## config.mk

```make
export PLATFORM = sky130hd
export DESIGN_NAME = gos_gate_shaper
export DESIGN_NICKNAME = d
export VERILOG_FILES = /design/src/rtl/gos_pkg.sv /design/src/rtl/gos_pulse_filter.sv /design/src/rtl/gos_deadtime.sv /design/src/rtl/gos_trip_ctrl.sv /design/src/rtl/gos_gate_shaper.sv
export SDC_FILE = /design/constraint.sdc
export NUM_CORES = 1
export LEC_CHECK = 0
export BUFFER_PORTS_ARGS = -buffer_cell sky130_fd_sc_hd__buf_4
export CAP_MARGIN = 10
export CORE_MARGIN = 2
export CORE_UTILIZATION = 45
export CTS_CLUSTER_SIZE = 30
export DETAILED_ROUTE_END_ITERATION = 10
export PLACE_DENSITY = 0.76
export SKIP_LAST_GASP = 1
export SYNTH_ARGS = -nofsm -noshare
export SYNTH_HDL_FRONTEND = slang
export SYNTH_HIERARCHICAL = 1
export SYNTH_SLANG_ARGS = --single-unit
```

## constraint.sdc

```tcl
create_clock -name clk -period 5.1 [get_ports clk]
set_clock_uncertainty 0.2 [all_clocks]
set_input_delay 0.51 -clock clk [delete_from_list [all_inputs] [get_ports clk]]
set_output_delay 0.51 -clock clk [all_outputs]
set_load 0.01 [all_outputs]
```

## src/rtl/gos_pkg.sv

```systemverilog
package gos_pkg;

    // Which switch of the leg is being driven.
    typedef enum logic [1:0] {
        LEG_OFF = 2'd0,
        LEG_TOP = 2'd1,
        LEG_BOT = 2'd2
    } leg_state_e;

    typedef struct packed {
        logic top;
        logic bot;
    } gate_t;

    function automatic gate_t gate_of(leg_state_e s);
        gate_t g;
        g.top = (s == LEG_TOP);
        g.bot = (s == LEG_BOT);
        return g;
    endfunction

    function automatic leg_state_e side_of(logic want_top);
        return want_top ? LEG_TOP : LEG_BOT;
    endfunction

endpackage

```

## src/rtl/gos_pulse_filter.sv

```systemverilog
module gos_pulse_filter #(
    parameter int CW = 8
) (
    input  logic          clk,
    input  logic          rst,
    input  logic          raw_i,
    input  logic [CW-1:0] min_width_i,
    output logic          level_o
);
    localparam int EW = CW + 1;

    logic          raw_q;
    logic          level_q;
    logic [CW-1:0] run_q;
    logic [EW-1:0] run_next;

    assign run_next = {1'b0, run_q} + EW'(1);

    always_ff @(posedge clk) begin
        if (rst) begin
            raw_q   <= 1'b0;
            level_q <= 1'b0;
            run_q   <= '0;
        end else begin
            raw_q <= raw_i;
            if (raw_q != level_q) begin
                if (run_next >= {1'b0, min_width_i}) begin
                    level_q <= raw_q;
                    run_q   <= '0;
                end else begin
                    run_q <= run_next[CW-1:0];
                end
            end else begin
                run_q <= '0;
            end
        end
    end

    assign level_o = level_q;

    AST_FILT_TOWARD_RAW: assert property (@(posedge clk) disable iff (rst)
        (level_q != $past(level_q)) |-> (level_q == $past(raw_q)));

endmodule

```

## src/rtl/gos_deadtime.sv

```systemverilog
module gos_deadtime
    import gos_pkg::*;
#(
    parameter int CW = 8
) (
    input  logic          clk,
    input  logic          rst,
    input  logic          level_i,
    input  logic          kill_i,
    input  logic [CW-1:0] underlap_i,
    output gate_t         gate_o
);
    leg_state_e    state_q, state_d;
    logic [CW-1:0] gap_q, gap_d;
    leg_state_e    want;

    assign want = side_of(level_i);

    always_comb begin
        state_d = state_q;
        gap_d   = gap_q;
        if (kill_i) begin
            state_d = LEG_OFF;
            gap_d   = '0;
        end else if (state_q == want) begin
            gap_d = '0;
        end else if (state_q != LEG_OFF) begin
            if (underlap_i == '0) begin
                state_d = want;
                gap_d   = '0;
            end else begin
                state_d = LEG_OFF;
                gap_d   = CW'(1);
            end
        end else if (gap_q >= underlap_i) begin
            state_d = want;
            gap_d   = '0;
        end else begin
            gap_d = gap_q + CW'(1);
        end
    end

    always_ff @(posedge clk) begin
        if (rst) begin
            state_q <= LEG_OFF;
            gap_q   <= '0;
        end else begin
            state_q <= state_d;
            gap_q   <= gap_d;
        end
    end

    assign gate_o = gate_of(state_q);

    AST_NO_SHOOT_THROUGH: assert property (@(posedge clk) disable iff (rst)
        !(gate_o.top && gate_o.bot));

    AST_TOP_FROM_OFF: assert property (@(posedge clk) disable iff (rst)
        (underlap_i != '0 && $stable(underlap_i) && gate_o.top && !$past(gate_o.top))
        |-> !$past(gate_o.bot));

    AST_BOT_FROM_OFF: assert property (@(posedge clk) disable iff (rst)
        (underlap_i != '0 && $stable(underlap_i) && gate_o.bot && !$past(gate_o.bot))
        |-> !$past(gate_o.top));

endmodule

```

## src/rtl/gos_trip_ctrl.sv

```systemverilog
module gos_trip_ctrl #(
    parameter int SYNC_STAGES = 2
) (
    input  logic clk,
    input  logic rst,
    input  logic trip_i,
    input  logic set_i,
    input  logic clear_i,
    output logic tripped_o
);
    logic [SYNC_STAGES-1:0] sync_q;
    logic                   hw_trip;
    logic                   latch_q;
    logic [1:0]             age_q;

    assign hw_trip = sync_q[SYNC_STAGES-1];

    always_ff @(posedge clk) begin
        if (rst) begin
            sync_q  <= '0;
            latch_q <= 1'b0;
            age_q   <= '0;
        end else begin
            sync_q <= {sync_q[SYNC_STAGES-2:0], trip_i};
            if (hw_trip || set_i) begin
                latch_q <= 1'b1;
            end else if (clear_i) begin
                latch_q <= 1'b0;
            end
            if (age_q != 2'd3) begin
                age_q <= age_q + 2'd1;
            end
        end
    end

    // Synchronised request gates the drives at once; the latch holds it.
    assign tripped_o = latch_q | hw_trip;

    AST_TRIP_LATENCY: assert property (@(posedge clk) disable iff (rst)
        (age_q >= 2'd2 && $past(trip_i, 2)) |-> tripped_o);

    AST_SW_TRIP_SETS: assert property (@(posedge clk) disable iff (rst)
        set_i |=> tripped_o);

    AST_CLEAR_BLOCKED: assert property (@(posedge clk) disable iff (rst)
        (hw_trip && clear_i) |=> tripped_o);

endmodule

```

## src/rtl/gos_gate_shaper.sv

```systemverilog
module gos_gate_shaper
    import gos_pkg::*;
#(
    parameter int CW = 8
) (
    input  logic          clk,
    input  logic          rst,
    input  logic          pwm_in,
    input  logic [CW-1:0] min_width,
    input  logic [CW-1:0] underlap,
    input  logic          trip_in,
    input  logic          sw_trip,
    input  logic          sw_clear,
    output logic          drv_top,
    output logic          drv_bot,
    output logic          tripped
);
    logic  level;
    logic  trip_now;
    gate_t gate;

    gos_pulse_filter #(.CW(CW)) u_filter (
        .clk         (clk),
        .rst         (rst),
        .raw_i       (pwm_in),
        .min_width_i (min_width),
        .level_o     (level)
    );

    gos_trip_ctrl #(.SYNC_STAGES(2)) u_trip (
        .clk       (clk),
        .rst       (rst),
        .trip_i    (trip_in),
        .set_i     (sw_trip),
        .clear_i   (sw_clear),
        .tripped_o (trip_now)
    );

    gos_deadtime #(.CW(CW)) u_dead (
        .clk        (clk),
        .rst        (rst),
        .level_i    (level),
        .kill_i     (trip_now),
        .underlap_i (underlap),
        .gate_o     (gate)
    );

    assign drv_top = gate.top & ~trip_now;
    assign drv_bot = gate.bot & ~trip_now;
    assign tripped = trip_now;

    AST_OUT_EXCLUSIVE: assert property (@(posedge clk) disable iff (rst)
        !(drv_top && drv_bot));

    AST_TRIP_HOLDS_OFF: assert property (@(posedge clk) disable iff (rst)
        $past(tripped) |-> (gate.top == 1'b0 && gate.bot == 1'b0));

endmodule

```

Word-level counts from Yosys, hierarchy flattened --
Index checks and enable logic that the tools add are counted.
Cells by class: $add $sub $neg 2, shifts and indexed selects 0, $lt $le $gt $ge 2, muxes and demuxes 9, reductions and logical operators 10, eq/ne operators 4, bitwise operators 6, divide/modulo/power cells 0, multipliers 0
Operators with widths (count):
- two-way mux 8 bit | 2
- adder 8 x 1 -> 9 bit, second input constant | 1
- greater-or-equal comparator 9 x 8 -> 1 bit | 1
- adder 8 x 1 -> 8 bit, second input constant | 1
- greater-or-equal comparator 8 bit | 1
- logical NOT 8 bit | 1
- two-way mux 2 bit | 4
- nonzero test 2 bit | 3
- OR reduction 3 bit | 2
- AND reduction 2 bit | 2
- two-way mux 1 bit | 3
- inverter 1 bit | 3
- bitwise AND 1 bit | 2
- equality test 2 x 1 -> 1 bit, second input constant | 1
- equality test 2 bit | 1
- equality test 2 bit, second input constant | 1
- OR reduction 2 bit | 1
- logical OR 1 bit | 1
- != test 1 bit | 1
- OR 1 bit | 1
Storage, ports and cells: bits in writable memories 0, latch bits 0, output and inout bits 3, memories kept 0, register bits 23, word-level logic and storage cells 40, ROM bits 0

Depth between registers and ports, before layout --
depth after elaboration 4, gate-level depth with buffers 9

Cells and area by module --
The synthesis kept the hierarchy.
By module, submodules not included:
- gos_pulse_filter | area each 644.4 um^2, times used 1, cells an instance 68, seq. area each 200.2 um^2
- gos_deadtime | area each 641.9 um^2, times used 1, cells an instance 73, seq. area each 200.2 um^2
- gos_trip_ctrl | area each 93.8 um^2, times used 1, cells an instance 9, seq. area each 60.1 um^2
- gos_gate_shaper | area each 12.5 um^2, times used 1, cells an instance 2, seq. area each 0.0 um^2

Worst setup path before layout --
OpenSTA, ideal clock, no wires.
kind register to register, start reg u_filter.run_q[0], end reg u_filter.run_q[3], arrival 2008 ps, setup time 80 ps, path slack 2812 ps, buffers on the path 0, stages on the path, launching flop included 10, cells stage by stage dfxtp_1 ha_1 nand2_1 nor2_1 xor2_1 ha_1 a21o_1 a221oi_2 o211ai_4 nor3b_1
Between the ends: longest elaborated chain between the ends 3
RTL lines:
- start, declared | line gos_pulse_filter.sv:14 | logic [CW-1:0] run_q;
- start signal, assigned | line gos_pulse_filter.sv:31 | run_q <= run_next[CW-1:0];
- adder 8 x 1 -> 9 bit | line gos_pulse_filter.sv:17 | assign run_next = {1'b0, run_q} + EW'(1);
- net u_filter.run_next[6] | line gos_pulse_filter.sv:15 | logic [EW-1:0] run_next;
- greater-or-equal comparator 9 x 8 -> 1 bit | line gos_pulse_filter.sv:27 | if (run_next >= {1'b0, min_width_i}) begin
- OR reduction 3 bit (no source line)
The timed path passes the listed nets, and every way through them passes these cells. A chain may end at the register's enable or synchronous reset.

Final worst setup path --
start reg u_filter.run_q[0], end reg u_filter.run_q[4]
The elaborated chain is that of the path after synthesis.

==> out/results.ini <==
[global_routing]
largest_net_degree_at_the_start_of_global_routing=14
grt_usage_pct=16.8
first_pass_grt_wire_length_mm=4.50
number_of_global_route_vias_before_repair=1069
antenna_found_initial=0
globalRouteOverflowTotal=0

[outcome]
outcome=finished, final reports clean

[sta]
max_slew.worst_pin.slew_ns=0.382
fin_crit_sh_pct=49.5
setup_viol=0
totalNegativeSetupSlack_ns=0
max_freq_mhz=396
final-max-slew-violation-count=0
finalWorstPathRequiredPeriod_ns=2.53
timing.hold.ws_ns=0.194
hold_viol_final=0
worst_slew_margin_rel_pct=73.9
grt_setup_unrepaired=false

[clock_tree]
clock_tree.buffer_depth=2
clkTransAtPathRegs_ns=0.13
cts_resized=0
post-cts-setup-buffer-count=0
cts_made_buffers=3
clock_latency_ns=0.32
cts_root_buf=sky130_fd_sc_hd__clkbuf_4
cts_htree_levels=1
number_of_clock_sinks=23
clock_tree_from_tritoncts=yes
cts.hold.buffers_added=0

[placed_design]
detailed_place_hpwl_mm=2.12
io_buffer_count=24
globalplace.congestion=0.791

[detailed_routing]
drt_first_pass_iters=4
drt.antenna.violating_nets=0
routedWlPerCell_um=12.1
route.detailed.vias_per_inst=5.33
detail_route.drc_violations=0
drt-total-wl_mm=2.56
first_iter_violations=26
total_vias_in_the_final_route=1130

[cells_and_area]
synthToLayoutAreaGrowth_pct=17.6
n_antenna_cell=0
fin_nets=220
layout-drive-gt1-share_pct=20.7

[critical_path]
crit_cells=9
signal_arrival_time_at_the_worst_endpoint_ns=2.57
largest_delay_share_family_worst_path=compound AO/OA/AOI/OAI gates
critical_path_buf_inv_count=0
worstPathMaxFanout=9
path_type_of_the_worst_setup_path=flip-flop to flip-flop
slowest_delay_ns=0.42
timing.reg2reg.worst_path_depth=9
crit_required_ns=5.14
cp_cell_sequence=ha_1 > nand2_1 > nor2_1 > xor2_1 > ha_1 > a21o_1 > a221oi_2 > o211ai_4 > nor3b_1
slowest_stage=sky130_fd_sc_hd__dfxtp_1
worstSetupStartpointType=flip-flop
setup.worst_path.end_class=flip-flop
critical-path-top-cell-by-count=sky130_fd_sc_hd__ha_1

[synthesis]
post_synth_main_area_contributors=sky130_fd_sc_hd__dfxtp_1 (33%), sky130_fd_sc_hd__ha_1 (16%), sky130_fd_sc_hd__inv_1 (4.6%)
synth_cells=152
synth.avg_cell_area_sq_um=9.16
synth_warnings=6
seq_area_frac_synth_pct=33.1
synth.most_common_cell=sky130_fd_sc_hd__dfxtp_1
netlist_area_sq_mm=0.00139
post-synth-top-area-cell=sky130_fd_sc_hd__dfxtp_1
syn-num-nets=192
synth-edff-count=0
synth_top_cells_by_count=sky130_fd_sc_hd__dfxtp_1 (23), sky130_fd_sc_hd__ha_1 (18), sky130_fd_sc_hd__inv_1 (17)
ys_dominant_reg_cell=sky130_fd_sc_hd__dfxtp_1
ys_types=38
synth.ff_latch_count=23
async_set_reset_flop_share_out_of_synthesis_pct=0
synthDominantCellAreaShare_pct=33.1

[die]
fp.dieW_um=59.6
fp-row-count=20
die_height_um=59.6
area_of_the_core_sq_mm=0.00300
die-area_sq_mm=0.00356
boundaryPins=25
initial_core_util_pct=46.4

[power]
totalPowerFinal_mw=0.315
power_density_mw_per_mm2=192
irDropWorstVdd_mv=0.159
cellLeakagePower_nw=0.800

[hold_path]
hold_path_depth=2
timing.hold.worst.class=primary input to flip-flop

[job]
maxCapViolCount=0

==> logic make-up (layout without fill, tap and decap cells) <==
group,Yosys count,after routing,share of synthesized area [%]
AOI/OAI and AO/OA,18,18,11.4
xor gates and xnor gates,13,13,8.18
adders and majority gates,18,18,16.2
buffers and inverters,18,45,4.85
DFF,23,23,33.1
muxes,2,2,1.53
and+or+nand+nor,60,60,24.8
==> final cells by class <==
type	count	area [sq um]
Timing Repair Buffer	24	180
Clock inverter	1	5.00
Inverter	17	63.8
Multi-Input combinational cell	111	865
Clock buffer	3	22.5
Tap cell	33	41.3
Fill cell	293	1370
Sequential cell	23	460
==> placed cells by master, fill, tap and decap left out, drive strengths merged, types with 2 or more instances in the layout <==
cell / synthesis / layout
a21o: 3 / 3
a21oi: 2 / 2
a311o: 2 / 2
a31oi: 2 / 2
and3: 3 / 3
buf: 1 / 24
clkbuf: 0 / 3
dfxtp: 23 / 23
ha: 18 / 18
inv: 17 / 17
nand2: 7 / 7
nand2b: 7 / 7
nand3: 6 / 6
nor2: 13 / 13
nor2b: 7 / 7
nor3: 4 / 4
nor3b: 6 / 6
o211ai: 2 / 2
o21ai: 2 / 2
or2: 2 / 2
or4: 2 / 2
xnor2: 6 / 6
xor2: 7 / 7
==> flip-flops by register name (all words and copies together) (netlist names) <==
register	flops
u_dead/gap_q	8
u_dead/state_q	2
u_filter/level_o	1
u_filter/raw_q	1
u_filter/run_q	8
u_trip/latch_q	1
u_trip/sync_q	2
==> stage by stage <==
step           worst slack (ns)  utilization [%]  cells  instance area [sq um]
2_1_floorplan              2.81                -    152                   1390
5_1_grt                    2.32             54.5    212                   1640
3_3_place_gp               2.69             53.6    208                   1610
3_5_place_dp               2.56             53.6    208                   1610
6_report                   2.57             54.5    212                   1640
4_1_cts                    2.55             54.5    212                   1640
==> report_power, final <==
| group | internal (mW) | switching, mW | total [mW] |
|---|---|---|---|
| logic | 0.0245 | 0.0198 | 0.0442 |
| registers | 0.183 | 0.00261 | 0.186 |
| clock network | 0.0294 | 0.0556 | 0.0849 |
==> routing by layer <==
metal  global-route usage (%)  part of all wire, %  vias up
li1                         -                    -      581
met1                     19.3                   42      525
met2                     31.1                   53       19
met3                     2.18                  3.4        5
met4                     6.67                  1.7        0
met5                        0                    0        -
==> worst paths after layout <==
path,slack (ns),start,endpoint
worst max register to register,2.57,u_filter/run_q[0]$_SDFF_PP0_,u_filter/run_q[4]$_SDFF_PP0_
worst min register to register,0.26,u_trip/sync_q[0]$_SDFF_PP0_,u_trip/sync_q[1]$_SDFF_PP0_
worst max-delay path,2.57,u_filter/run_q[0]$_SDFF_PP0_,u_filter/run_q[4]$_SDFF_PP0_
worst min-delay path,0.19,trip_in,u_trip/sync_q[0]$_SDFF_PP0_
(Power assumes the default switching activity.)
